$ cat src/rtl/evpwm_pkg.sv
package evpwm_pkg;

   typedef enum logic [1:0] {
      CNT_UP   = 2'd0,
      CNT_DOWN = 2'd1,
      CNT_UPDN = 2'd2,
      CNT_RSVD = 2'd3
   } cnt_mode_e;

   typedef enum logic [1:0] {
      ACT_NONE   = 2'd0,
      ACT_LOW    = 2'd1,
      ACT_HIGH   = 2'd2,
      ACT_TOGGLE = 2'd3
   } wave_act_e;

   typedef struct packed {
      logic zero;
      logic cmp_up;
      logic period;
      logic cmp_dn;
   } evt_t;

   function automatic logic apply_act(input wave_act_e a, input logic cur);
      case (a)
         ACT_LOW:    return 1'b0;
         ACT_HIGH:   return 1'b1;
         ACT_TOGGLE: return ~cur;
         default:    return cur;
      endcase
   endfunction

endpackage

$ cat src/rtl/evpwm_prescaler.sv
module evpwm_prescaler #(
   parameter int PSC_W = 12
) (
   input  logic             clk,
   input  logic             rst_n,
   input  logic [PSC_W-1:0] div,
   input  logic             restart,
   output logic             tick
);
   localparam logic [PSC_W-1:0] ONE = PSC_W'(1);

   logic [PSC_W-1:0] pcnt_q;
   logic [PSC_W-1:0] last;
   logic             reach;

   // divide setting 0 is treated as 1
   assign last  = (div == '0) ? '0 : div - ONE;
   assign reach = (pcnt_q >= last);
   assign tick  = reach & ~restart;

   always_ff @(posedge clk or negedge rst_n) begin
      if (!rst_n)                pcnt_q <= '0;
      else if (restart || reach) pcnt_q <= '0;
      else                       pcnt_q <= pcnt_q + ONE;
   end
endmodule

$ cat src/rtl/evpwm_counter.sv
module evpwm_counter
   import evpwm_pkg::*;
#(
   parameter int CNT_W = 16
) (
   input  logic             clk,
   input  logic             rst_n,
   input  logic             tick,
   input  logic             clear,
   input  cnt_mode_e        mode,
   input  logic [CNT_W-1:0] cfg_period,
   input  logic [CNT_W-1:0] cfg_compare,
   output logic [CNT_W-1:0] cnt,
   output evt_t             evt
);
   localparam logic [CNT_W-1:0] ONE = CNT_W'(1);

   logic [CNT_W-1:0] cnt_q, cnt_d;
   logic [CNT_W-1:0] per_q, per_d;
   logic [CNT_W-1:0] cmp_q, cmp_d;
   logic             dir_q, dir_d;
   logic             is_down, is_updn, stopped;
   logic             at_zero, at_per, at_cmp, rising, live, boundary;

   assign is_down = (mode == CNT_DOWN);
   assign is_updn = (mode == CNT_UPDN);
   assign stopped = (per_q == '0);
   assign at_zero = (cnt_q == '0);
   assign at_per  = (cnt_q == per_q);
   assign at_cmp  = (cnt_q == cmp_q);
   assign rising  = !is_down && (!is_updn || dir_q);
   assign live    = tick && !stopped;

   assign evt.zero   = live && at_zero;
   assign evt.period = live && at_per;
   assign evt.cmp_up = live && at_cmp && rising;
   assign evt.cmp_dn = live && at_cmp && !rising;

   // restart point of a counting cycle: shadow values are taken in here
   always_comb begin
      if (stopped)      boundary = 1'b1;
      else if (is_down) boundary = at_zero;
      else if (is_updn) boundary = at_zero && !dir_q;
      else              boundary = at_per;
   end

   always_comb begin
      cnt_d = cnt_q;
      dir_d = dir_q;
      per_d = per_q;
      cmp_d = cmp_q;
      if (clear) begin
         per_d = cfg_period;
         cmp_d = cfg_compare;
         cnt_d = is_down ? cfg_period : '0;
         dir_d = !is_down;
      end else if (tick) begin
         if (boundary) begin
            per_d = cfg_period;
            cmp_d = cfg_compare;
            dir_d = !is_down;
            if (cfg_period == '0)          cnt_d = '0;
            else if (is_down)              cnt_d = cfg_period;
            else if (is_updn && !stopped)  cnt_d = ONE;
            else                           cnt_d = '0;
         end else if (is_down) begin
            cnt_d = cnt_q - ONE;
         end else if (is_updn) begin
            if (dir_q && at_per) begin
               cnt_d = cnt_q - ONE;
               dir_d = 1'b0;
            end else if (dir_q) begin
               cnt_d = cnt_q + ONE;
            end else begin
               cnt_d = cnt_q - ONE;
            end
         end else begin
            cnt_d = cnt_q + ONE;
         end
      end
   end

   always_ff @(posedge clk or negedge rst_n) begin
      if (!rst_n) begin
         cnt_q <= '0;
         per_q <= '0;
         cmp_q <= '0;
         dir_q <= 1'b1;
      end else begin
         cnt_q <= cnt_d;
         per_q <= per_d;
         cmp_q <= cmp_d;
         dir_q <= dir_d;
      end
   end

   assign cnt = cnt_q;
endmodule

$ cat src/rtl/evpwm_wavegen.sv
module evpwm_wavegen
   import evpwm_pkg::*;
#(
   parameter bit OUT_REG = 1'b0
) (
   input  logic      clk,
   input  logic      rst_n,
   input  evt_t      evt,
   input  wave_act_e act_zero,
   input  wave_act_e act_cmp_up,
   input  wave_act_e act_period,
   input  wave_act_e act_cmp_dn,
   input  logic      mask_en,
   input  logic      mask_level,
   input  logic      invert,
   output logic      lvl,
   output logic      pwm
);
   wave_act_e sel;
   logic      fired;
   logic      lvl_q;
   logic      shaped;

   // ranking: period, then compare (either direction), then zero
   always_comb begin
      fired = 1'b1;
      if (evt.period)      sel = act_period;
      else if (evt.cmp_up) sel = act_cmp_up;
      else if (evt.cmp_dn) sel = act_cmp_dn;
      else if (evt.zero)   sel = act_zero;
      else begin
         sel   = ACT_NONE;
         fired = 1'b0;
      end
   end

   always_ff @(posedge clk or negedge rst_n) begin
      if (!rst_n)     lvl_q <= 1'b0;
      else if (fired) lvl_q <= apply_act(sel, lvl_q);
   end

   assign lvl    = lvl_q;
   assign shaped = (mask_en ? mask_level : lvl_q) ^ invert;

   if (OUT_REG) begin : g_out_flop
      logic pwm_q;
      always_ff @(posedge clk or negedge rst_n) begin
         if (!rst_n) pwm_q <= 1'b0;
         else        pwm_q <= shaped;
      end
      assign pwm = pwm_q;
   end else begin : g_out_comb
      assign pwm = shaped;
   end
endmodule

$ cat src/rtl/evpwm_channel.sv
module evpwm_channel
   import evpwm_pkg::*;
#(
   parameter int CNT_W   = 16,
   parameter int PSC_W   = 12,
   parameter bit OUT_REG = 1'b0
) (
   input  logic             clk,
   input  logic             rst_n,
   input  logic [PSC_W-1:0] cfg_psc,
   input  logic [1:0]       cfg_mode,
   input  logic [CNT_W-1:0] cfg_period,
   input  logic [CNT_W-1:0] cfg_compare,
   input  logic [1:0]       act_zero,
   input  logic [1:0]       act_cmp_up,
   input  logic [1:0]       act_period,
   input  logic [1:0]       act_cmp_dn,
   input  logic             cfg_invert,
   input  logic             mask_en,
   input  logic             mask_level,
   input  logic             cnt_clear,
   output logic             pwm_out,
   output logic             ev_zero,
   output logic             ev_cmp_up,
   output logic             ev_period,
   output logic             ev_cmp_dn,
   output logic [CNT_W-1:0] cnt_value
);
   if (CNT_W < 2 || CNT_W > 32) begin : g_bad_cnt_w
      $error("evpwm_channel: CNT_W must lie in 2..32");
   end
   if (PSC_W < 1 || PSC_W > 24) begin : g_bad_psc_w
      $error("evpwm_channel: PSC_W must lie in 1..24");
   end

   logic tick;
   evt_t evt;
   logic wave_lvl;

   evpwm_prescaler #(.PSC_W(PSC_W)) u_psc (
      .clk     (clk),
      .rst_n   (rst_n),
      .div     (cfg_psc),
      .restart (cnt_clear),
      .tick    (tick)
   );

   evpwm_counter #(.CNT_W(CNT_W)) u_cnt (
      .clk         (clk),
      .rst_n       (rst_n),
      .tick        (tick),
      .clear       (cnt_clear),
      .mode        (cnt_mode_e'(cfg_mode)),
      .cfg_period  (cfg_period),
      .cfg_compare (cfg_compare),
      .cnt         (cnt_value),
      .evt         (evt)
   );

   evpwm_wavegen #(.OUT_REG(OUT_REG)) u_wave (
      .clk        (clk),
      .rst_n      (rst_n),
      .evt        (evt),
      .act_zero   (wave_act_e'(act_zero)),
      .act_cmp_up (wave_act_e'(act_cmp_up)),
      .act_period (wave_act_e'(act_period)),
      .act_cmp_dn (wave_act_e'(act_cmp_dn)),
      .mask_en    (mask_en),
      .mask_level (mask_level),
      .invert     (cfg_invert),
      .lvl        (wave_lvl),
      .pwm        (pwm_out)
   );

   assign ev_zero   = evt.zero;
   assign ev_cmp_up = evt.cmp_up;
   assign ev_period = evt.period;
   assign ev_cmp_dn = evt.cmp_dn;
endmodule

$ cat config.mk
export PLATFORM = sky130hd
export DESIGN_NAME = evpwm_channel
export DESIGN_NICKNAME = d
export VERILOG_FILES = /design/src/rtl/evpwm_pkg.sv /design/src/rtl/evpwm_prescaler.sv /design/src/rtl/evpwm_counter.sv /design/src/rtl/evpwm_wavegen.sv /design/src/rtl/evpwm_channel.sv
export SDC_FILE = /design/constraint.sdc
export NUM_CORES = 1
export LEC_CHECK = 0
export BUFFER_PORTS_ARGS = -buffer_cell sky130_fd_sc_hd__clkbuf_2
export CORE_AREA = 2 2 90 92
export DETAILED_ROUTE_END_ITERATION = 8
export DIE_AREA = 0 0 92 94
export HOLD_SLACK_MARGIN = 0.15
export PLACE_DENSITY_LB_ADDON = 0.2
export SYNTH_ARGS = -nofsm -noshare
export SYNTH_HDL_FRONTEND = slang
export SYNTH_SLANG_ARGS = --single-unit
export TNS_END_PERCENT = 20
$ cat constraint.sdc
create_clock -name clk -period 13.1 [get_ports clk]
set_clock_uncertainty 0.15 [all_clocks]
set_input_delay 2.62 -clock clk [delete_from_list [all_inputs] [get_ports clk]]
set_output_delay 2.62 -clock clk [all_outputs]
set_load 0.02 [all_outputs]
* Word-level counts from Yosys, hierarchy flattened *
Cells that the tools add are included.

cells by class
  reductions and logical operators = 29
  equality and inequality tests = 8
  bitwise gates (word level) = 4
  mux-type cells = 38
  $add $sub $neg = 4
  magnitude comparators = 1

operators with widths
  operator                 count
  $mux W16                 16
  $logic_not A16 Y1        3
  $eq A16 B16 Y1           2
  $mux W12                 2
  $add A16 B1 Y16 const B  1
  $sub A16 B1 Y16 const B  1
  $mux W1                  15
  $add A12 B1 Y12 const B  1
  $ge A12 B12 Y1           1
  $logic_not A12 Y1        1
  $sub A12 B1 Y12 const B  1
  $logic_and A1 B1 Y1      10
  $reduce_bool A3 Y1       3
  $mux W2                  4
  $eq A2 B2 Y1 const B     3
  $logic_not A1 Y1         5
  $eq A2 B1 Y1 const B     2
  $reduce_and A2 Y1        2
  $reduce_and A4 Y1        1
  $reduce_bool A2 Y1       2
  $ne A3 B3 Y1 const B     1
  $pmux W1 S3              1
  $logic_or A1 B1 Y1       2
  $not A1 Y1               2
  other kinds (2)          2

storage, ports and cells
  word-level logic and storage cells = 90
  bits of input ports = 60
  bits in registers = 62
  output and inout port bits = 21

* Depth between registers and ports, before layout *
Gate-level depths: netlist (run 1).

  depth after elaboration = 13
  depth in mapped cells = 16

* Cells and area by module *
From an unflattened synthesis (run 1), not the netlist that was laid out.

second synthesis, totals
  cells, all modules = 475
  area total of the unflattened synthesis = 4,645.7 um^2

modules (own cells, without submodules)
  module           area an instance (um^2)  cells each  sequential area each (um^2)  instances
  evpwm_counter    3,342.0                  325         1,227.4                      1
  evpwm_prescaler  1,173.6                  134         300.3                        1
  evpwm_wavegen    130.1                    16          25.0                         1

* Least setup slack after synthesis (run 1) *
No wires, ideal clock.

  path kind = in2out
  from = in cfg_psc[0]
  to = out ev_cmp_dn
  data arrival time = 5,378 ps
  stages on the path = 15
  buffers on the path = 0
  slack = 4,952 ps
  required time = 10,330 ps
  cell sequence = inv_1 -> ha_1 -> nand2b_1 -> nor4_1 -> nand2_1 -> xnor2_1 -> nand2_1 -> ha_1 -> and4_1 -> a41oi_1 -> a221o_1 -> nand3_1 -> nand2_1 -> or2_2 -> nor2_1

between the ends
  word-level cells in the longest chain between the ends = 7
  elaborated cells between the ends (all ways) = 8
  those cells by class = add/sub: 1; order compare: 1; mux: 1; bitwise: 1; reduce/logical: 4

ends and longest elaborated chain
  item                                                  RTL line               source
  start: declaration                                    evpwm_channel.sv:10    input logic [PSC_W-1:0] cfg_psc,
  $sub A12 B1 Y12 or $logic_not A12 Y1 (tied branches)  evpwm_prescaler.sv:17  assign last = (div == '0) ? '0 : div - ONE;
  $mux W12 (*)                                          evpwm_prescaler.sv:17
  $ge A12 B12 Y1 (*)                                    evpwm_prescaler.sv:18  assign reach = (pcnt_q >= last);
  $and A1 B1 Y1 (*)                                     evpwm_prescaler.sv:19  assign tick = reach & ~restart;
  $logic_and A1 B1 Y1 (*)                               evpwm_counter.sv:32    assign live = tick && !stopped;
  $logic_and A1 B1 Y1 (*) (2 in series)                 evpwm_counter.sv:37    assign evt.cmp_dn = live && at_cmp && !rising;
  end: declaration                                      evpwm_channel.sv:26    output logic ev_cmp_dn,

Mark *: on every way between the ends. The rest lies on a longest branch, timed or not.

* Final worst setup path (run 1) *
Ends and elaborated chain as after synthesis.

==> results of run 1 <==
==> logic make-up (layout without fill, tap and decap cells) <==
logic type,count (synthesis),after routing
adder cells (fa/ha/maj),17,17
AO/OA/AOI/OAI,59,59
XOR/XNOR,51,51
flip-flops,62,62
AND/OR/NAND/NOR,197,197
buffers and inverters,40,108
multiplexers,57,57
==> flip-flops by register name (all words and copies together), names as in the netlist <==
name,count
u_psc.pcnt_q,12
u_cnt.cnt,16
u_cnt.dir_q,1
u_cnt.per_q,16
u_wave.lvl,1
u_cnt.cmp_q,16
==> layout by cell type, fill, tap and decap left out, drive strengths merged, types with 2 or more instances in the layout <==
| master | instances |
|---|---|
| a211oi | 2 |
| clkinv | 3 |
| nor4 | 25 |
| nand2b | 6 |
| nand3 | 31 |
| nand2 | 33 |
| buf | 3 |
| o21ai | 12 |
| nor2b | 3 |
| nor3 | 10 |
| nand3b | 15 |
| o32ai | 3 |
| or4 | 2 |
| and2 | 3 |
| clkbuf | 90 |
| bufinv | 2 |
| a221o | 18 |
| ha | 17 |
| or3 | 3 |
| dfrtp | 61 |
| mux2i | 24 |
| a41oi | 2 |
| mux2 | 33 |
| nor2 | 43 |
| and4 | 3 |
| xnor2 | 6 |
| or2 | 2 |
| inv | 9 |
| and3 | 7 |
| nand4 | 9 |
| o311ai | 2 |
| o211ai | 2 |
| a21oi | 5 |
| xor2 | 45 |
| o31ai | 2 |
==> report_power, final <==
part / internal, mW / switching (mW)
Sequential: 0.213 / 0.0261
Combinational: 0.0507 / 0.0626
Clock: 0.107 / 0.0783
Total: 0.371 / 0.167
==> layer usage <==
layer / share of wire [%] / routed length (um) / vias to the layer above / track usage (%)
li1: - / - / 1914 / -
met1: 43 / 5080 / 2007 / 37.7
met2: 47 / 5580 / 162 / 45.5
met3: 7.8 / 916 / 20 / 6.26
met4: 1.5 / 178 / 0 / 10.3
met5: 0 / 0 / - / 0
==> final timing paths <==
path	from	end	slack (ns)
max	cfg_psc[0]	ev_cmp_dn	4.13
min	u_wave.lvl	u_wave.lvl	0.35
max reg2reg	u_cnt.cnt[11]	u_cnt.per_q[1]	9.48
min reg2reg	u_wave.lvl	u_wave.lvl	0.35
max in group asynchronous	rst_n	u_psc.pcnt_q[11]	9.97
min in group asynchronous	rst_n	u_psc.pcnt_q[0]	2.29
==> synthesized netlist by cell type (2+ instances only) <==
master	number	area (sq um)
xor2_1	45	394
dfrtp_1	61	1530
a21oi_1	4	20.0
a211oi_1	2	15.0
nor2b_1	3	18.8
xnor2_1	6	52.6
a221o_1	18	180
mux2_1	29	327
a41oi_1	2	17.5
nor4_1	25	156
o31ai_1	2	15.0
and3_1	7	43.8
buf_6	7	78.8
nand3_1	31	155
ha_1	17	213
or3_1	3	18.8
clkbuf_1	17	63.8
o211ai_1	2	15.0
inv_1	9	33.8
buf_2	7	35.0
nand2b_1	5	31.3
nand3b_1	15	113
nand4_1	8	50.1
o311ai_1	2	17.5
nor3_1	9	45.0
nor2_2	2	12.5
nor2_1	40	150
o32ai_1	3	26.3
and4_1	3	26.3
mux2_2	4	45.0
mux2i_1	24	240
o21ai_0	11	55.1
and2_1	3	18.8
nand2_1	33	124
==> area by class of cell <==
| class | instances | area [sq um] |
|---|---|---|
| clock buffer | 10 | 128 |
| inverter | 9 | 33.8 |
| tap | 102 | 128 |
| timing repair buffer | 83 | 423 |
| fill | 611 | 2410 |
| clock inverter | 6 | 86.3 |
| multi-input combinational | 381 | 2840 |
| sequential | 62 | 1550 |
==> worst max-delay path, stage by stage <==
cell and delay [ns]:
clkbuf_2 0.11, inv_1 0.09, ha_1 0.20, nand2b_1 0.09
nor4_1 0.51, nand2_1 0.15, xnor2_1 0.16, nand2_1 0.09
ha_1 0.29, and4_1 0.25, a41oi_1 0.14, a221o_1 0.29
nand3_1 0.09, buf_4 0.33, nand2_1 0.18, or2_2 0.33
nor2_1 0.10, clkbuf_2 0.18
==> through the flow <==
stage	cells	hold WS [ns]
global placement	637	0.339
CTS	653	0.357
detailed placement	637	0.341
floorplan	483	0.295
global route	653	0.375
finish	653	0.351
==> results.cfg, run 1 <==
[pwr]
p_per_area_nw_per_um2 = 104
p_leak_nw = 2.41
finalPower_mw = 0.538
max-vdd-ir-drop_mv = 0.0753

[yosys]
synth_top_family_by_area = simple AND/OR/NAND/NOR gates
postSynthCellCount = 483
synth_top_flop_cell = dfrtp_1
synthSimpleGateAreaFrac_pct = 23.7
synthArstFlopShare_pct = 100
synth_cell_types = 58
synth-seq-area-share_pct = 33.7
synth.ff_latch_count = 62
syn_avg_cell_area_sq_um = 9.54
syn-cell-area_sq_um = 4610
synth-compound-area-share_pct = 10.4
synth-xor-area-share_pct = 9.70
synth_edf_count = 0
synthesis.nets = 560
yosys_warnings = 0
post_synth_fa_ha_maj_area_fraction_pct = 4.62
muxShareOfSynthArea_pct = 13.3

[layout]
area_growth_pct = 12.7
nets = 623
layout-drive-gt1-share_pct = 21.1
fin_util_pct = 68.3
diodes = 0
fin_area_sq_um = 5190

[timing]
grt_setup_unrepaired = no
fin_crit_ns = 8.97
finalCritPeriodShare_pct = 68.5
layout_setup_ws_ns = 4.13
worst_pin_slew_ns = 1.07
timing.fmax_ghz = 0.112
slew_headroom_pct = 28.5
setup_tns_ns = 0
hold_viol = 0
slew_violations = 0
setup-violations-final = 0

[setup_path]
startpoint_type = input port
path_class = input port to primary output
required_ns = 10.33
critPathMaxFanout = 35
critPathCaptureType = primary output
reg2reg_depth = 6
worst_ep_arrival_time_ns = 6.20

[grt]
grt_pass1_wl_um = 19200
grt_remaining_overflow = 0
grt_pass1_vias = 3958
grt_usage_pct = 28.3
antenna_found_initial = 0
grt_max_degree = 63

[worst_hold_path]
whs_path_depth = 1
min_path_type = register to register

[outcome]
outcome = finished, final reports clean

[clock_network]
hold_buffers = 0
postCtsSetupRepairBufs = 0
numCtsBuffers = 9
htreeDepth = 3
cts.sinks = 62
clockBufferDepth = 2
cts_tree = built
cts_root_buf = clkbuf_8
clk_latency_ns = 0.35
cts_resized = 0
clk_pin_slew_ns = 0.07

[routing]
route.detailed.wl_per_inst_um = 18.0
totalWireLength_um = 11800
drc = 0
ant_nets = 0
dr.pass1.iters = 6
avgViaCountPerCell = 6.28
via_count = 4103
drt-initial-drc-count = 320

[floorplan]
initial_core_util_pct = 60.5
fp.dieH_um = 94
core_sq_um = 7610
dieArea_sq_um = 8650
boundaryPins = 81
placementRows = 32
dieWidth_um = 92

[placed_design]
place_ws_ns = 4.17
placement.cell_area_sq_um = 4980
gp_congestion = 0.943
port_buffers = 80
hpwl_um = 8720

[run]
max_cap_viol_count = 0
(Power assumes the default switching activity.)
==> run 2, diff against run 1 <==
Settings changed: CORE_AREA 2 2 90 92 to 2 2 98 100, DIE_AREA 0 0 92 94 to 0 0 100 102.
Clock period 13.1 ns to 7.6 ns, I/O delays scaled along.
==> run 2 against run 1 <==
Against the previous run:
- via count shrank 2.5%
- largest cell class unchanged
- register-to-register slack lost 5.5 ns
- cell count grew 1.5%
- sequential power grew 73%
- highest routed layer unchanged
- critical path type unchanged
- sequential share of layout area shrank 0.11 points
- global-route usage shrank 4.1 points
==> results.cfg, run 2 (synthesis gave the netlist of run 1 again) <==
[setup_path]
required_ns = 5.93
critPathCaptureType = primary output
r2r-start = u_cnt.cnt[0]
path_class = input port to primary output
critPathMaxStageDelay_ns = 0.41
crit_path_top_delay_cell = nor4_1
worst_ep_arrival_time_ns = 4.97
crit_path_start = cfg_psc[0]
critPathMaxFanout = 35
cp_cell_sequence = clkbuf_2 -> inv_1 -> ha_1 -> nand2b_1 -> nor4_1 -> nand2_1 -> xnor2_1 -> nand2_1 -> ha_1 -> and4_1 -> a41oi_1 -> a221o_1 -> nand3_1 -> buf_4 -> nand2_1 -> or2_2 -> nor2_1 -> clkbuf_2
worst_path_most_repeated_cell = nand2_1
startpoint_type = input port

[floorplan]
dieArea_sq_um = 10200
placementRows = 35
fp.dieH_um = 102
dieWidth_um = 100
core_sq_um = 9110
initial_core_util_pct = 50.6
boundaryPins = 81

[pwr]
p_leak_nw = 2.42
finalPower_mw = 0.926
p_per_area_nw_per_um2 = 178
max-vdd-ir-drop_mv = 0.109

[clock_network]
cts.sinks = 62
numCtsBuffers = 9
clk_pin_slew_ns = 0.07
cts_resized = 0
clockBufferDepth = 2
hold_buffers = 0
clk_latency_ns = 0.35
cts_tree = built
postCtsSetupRepairBufs = 0
htreeDepth = 3
cts_root_buf = clkbuf_8

[placed_design]
hpwl_um = 9070
dp_cells = 647
port_buffers = 80
gp_congestion = 0.878
placement.cell_area_sq_um = 5000

[grt]
grt_pass1_wl_um = 19200
grt_remaining_overflow = 0
grt_pass1_vias = 3845
antenna_found_initial = 0
grt_max_degree = 63
grt_usage_pct = 24.2

[layout]
nets = 624
layout-drive-gt1-share_pct = 21.2
mostFrequentLayoutCells = clkbuf_2, dfrtp_1, xor2_1, nor2_1, nand2_1
fin_area_sq_um = 5210
num-fill-cells = 853
diodes = 0
area_growth_pct = 13.1
layout_commonest_cell = clkbuf_2
instances_no_fill = 663

[routing]
totalWireLength_um = 12000
route.detailed.wl_per_inst_um = 18.1
drt-initial-drc-count = 245
ant_nets = 0
avgViaCountPerCell = 6.03
drc = 0
dr.pass1.iters = 5
via_count = 4001

[worst_hold_path]
min_path_type = register to register
holdCritStartpoint = u_wave.lvl

[timing]
finalCritPeriodShare_pct = 87.4
slew_headroom_pct = 46.4
slew_violations = 0
timing.fmax_ghz = 0.151
worst_pin_slew_ns = 0.805
fin_crit_ns = 6.64
grt_setup_unrepaired = no
hold_viol = 0
setup_tns_ns = 0
setup-violations-final = 0

[outcome]
outcome = finished, final reports clean

[run]
max_cap_viol_count = 0
## run 2: cell count changes in the layout (fill, tap and decap cells not counted), sizes merged
| cell | before | now |
|---|---|---|
| buf | 3 | 4 |
## run 2: metal layers
metal	wire length [um]	global-route usage (%)	share of wire, %	vias to the layer above
li1	-	-	-	1909
met4	228	7.59	1.9	0
met5	0	0	0	-
met1	5220	30.2	44	1944
met2	5920	42.7	49	123
met3	617	4.51	5.1	25
## run 2: final cells by class
class / count / area, sq um / share of cell area [%]
tap: 111 / 139 / 2.67
sequential: 62 / 1550 / 29.8
clock inverter: 6 / 86.3 / 1.66
clock buffer: 10 / 128 / 2.45
multi-input combinational: 381 / 2840 / 54.5
timing repair buffer: 84 / 430 / 8.26
inverter: 9 / 33.8 / 0.648
## run 2: critical path, delay by kind of cell
kind                       cells  cell delay [ns]
AOI/OAI and AO/OA              2             0.39
adders and majority gates      2             0.47
and+or+nand+nor                9             1.71
buffers and inverters          4             0.70
xor gates and xnor gates       1             0.16
## run 2: path summary, 6_finish.rpt
path,to,depth (start not counted),slack [ns]
max reg2reg,u_cnt.cmp_q[11],6,3.95
min in group asynchronous,u_cnt.cmp_q[9],2,1.19
min,u_wave.lvl,1,0.34
max in group asynchronous,u_cnt.cnt[0],2,5.58
max,ev_cmp_dn,18,0.96
min reg2reg,u_wave.lvl,1,0.34
## run 2: where the power goes
group | internal, mW | leakage [nW] | switching (mW)
Clock | 0.184 | 0.106 | 0.135
Combinational | 0.0876 | 1.53 | 0.106
Sequential | 0.368 | 0.781 | 0.0449
## run 2: stage by stage
| step | setup WS [ns] | hold slack (ns) | utilization (%) |
|---|---|---|---|
| final | 0.959 | 0.336 | 57.2 |
| after global routing | 0.647 | 0.372 | 57.2 |
| after CTS | 1.01 | 0.334 | 57.2 |
| after detailed placement | 1.01 | 0.327 | 54.9 |
| after global placement | 1.14 | 0.326 | 54.9 |
| after floorplan | 1.65 | 0.295 | - |
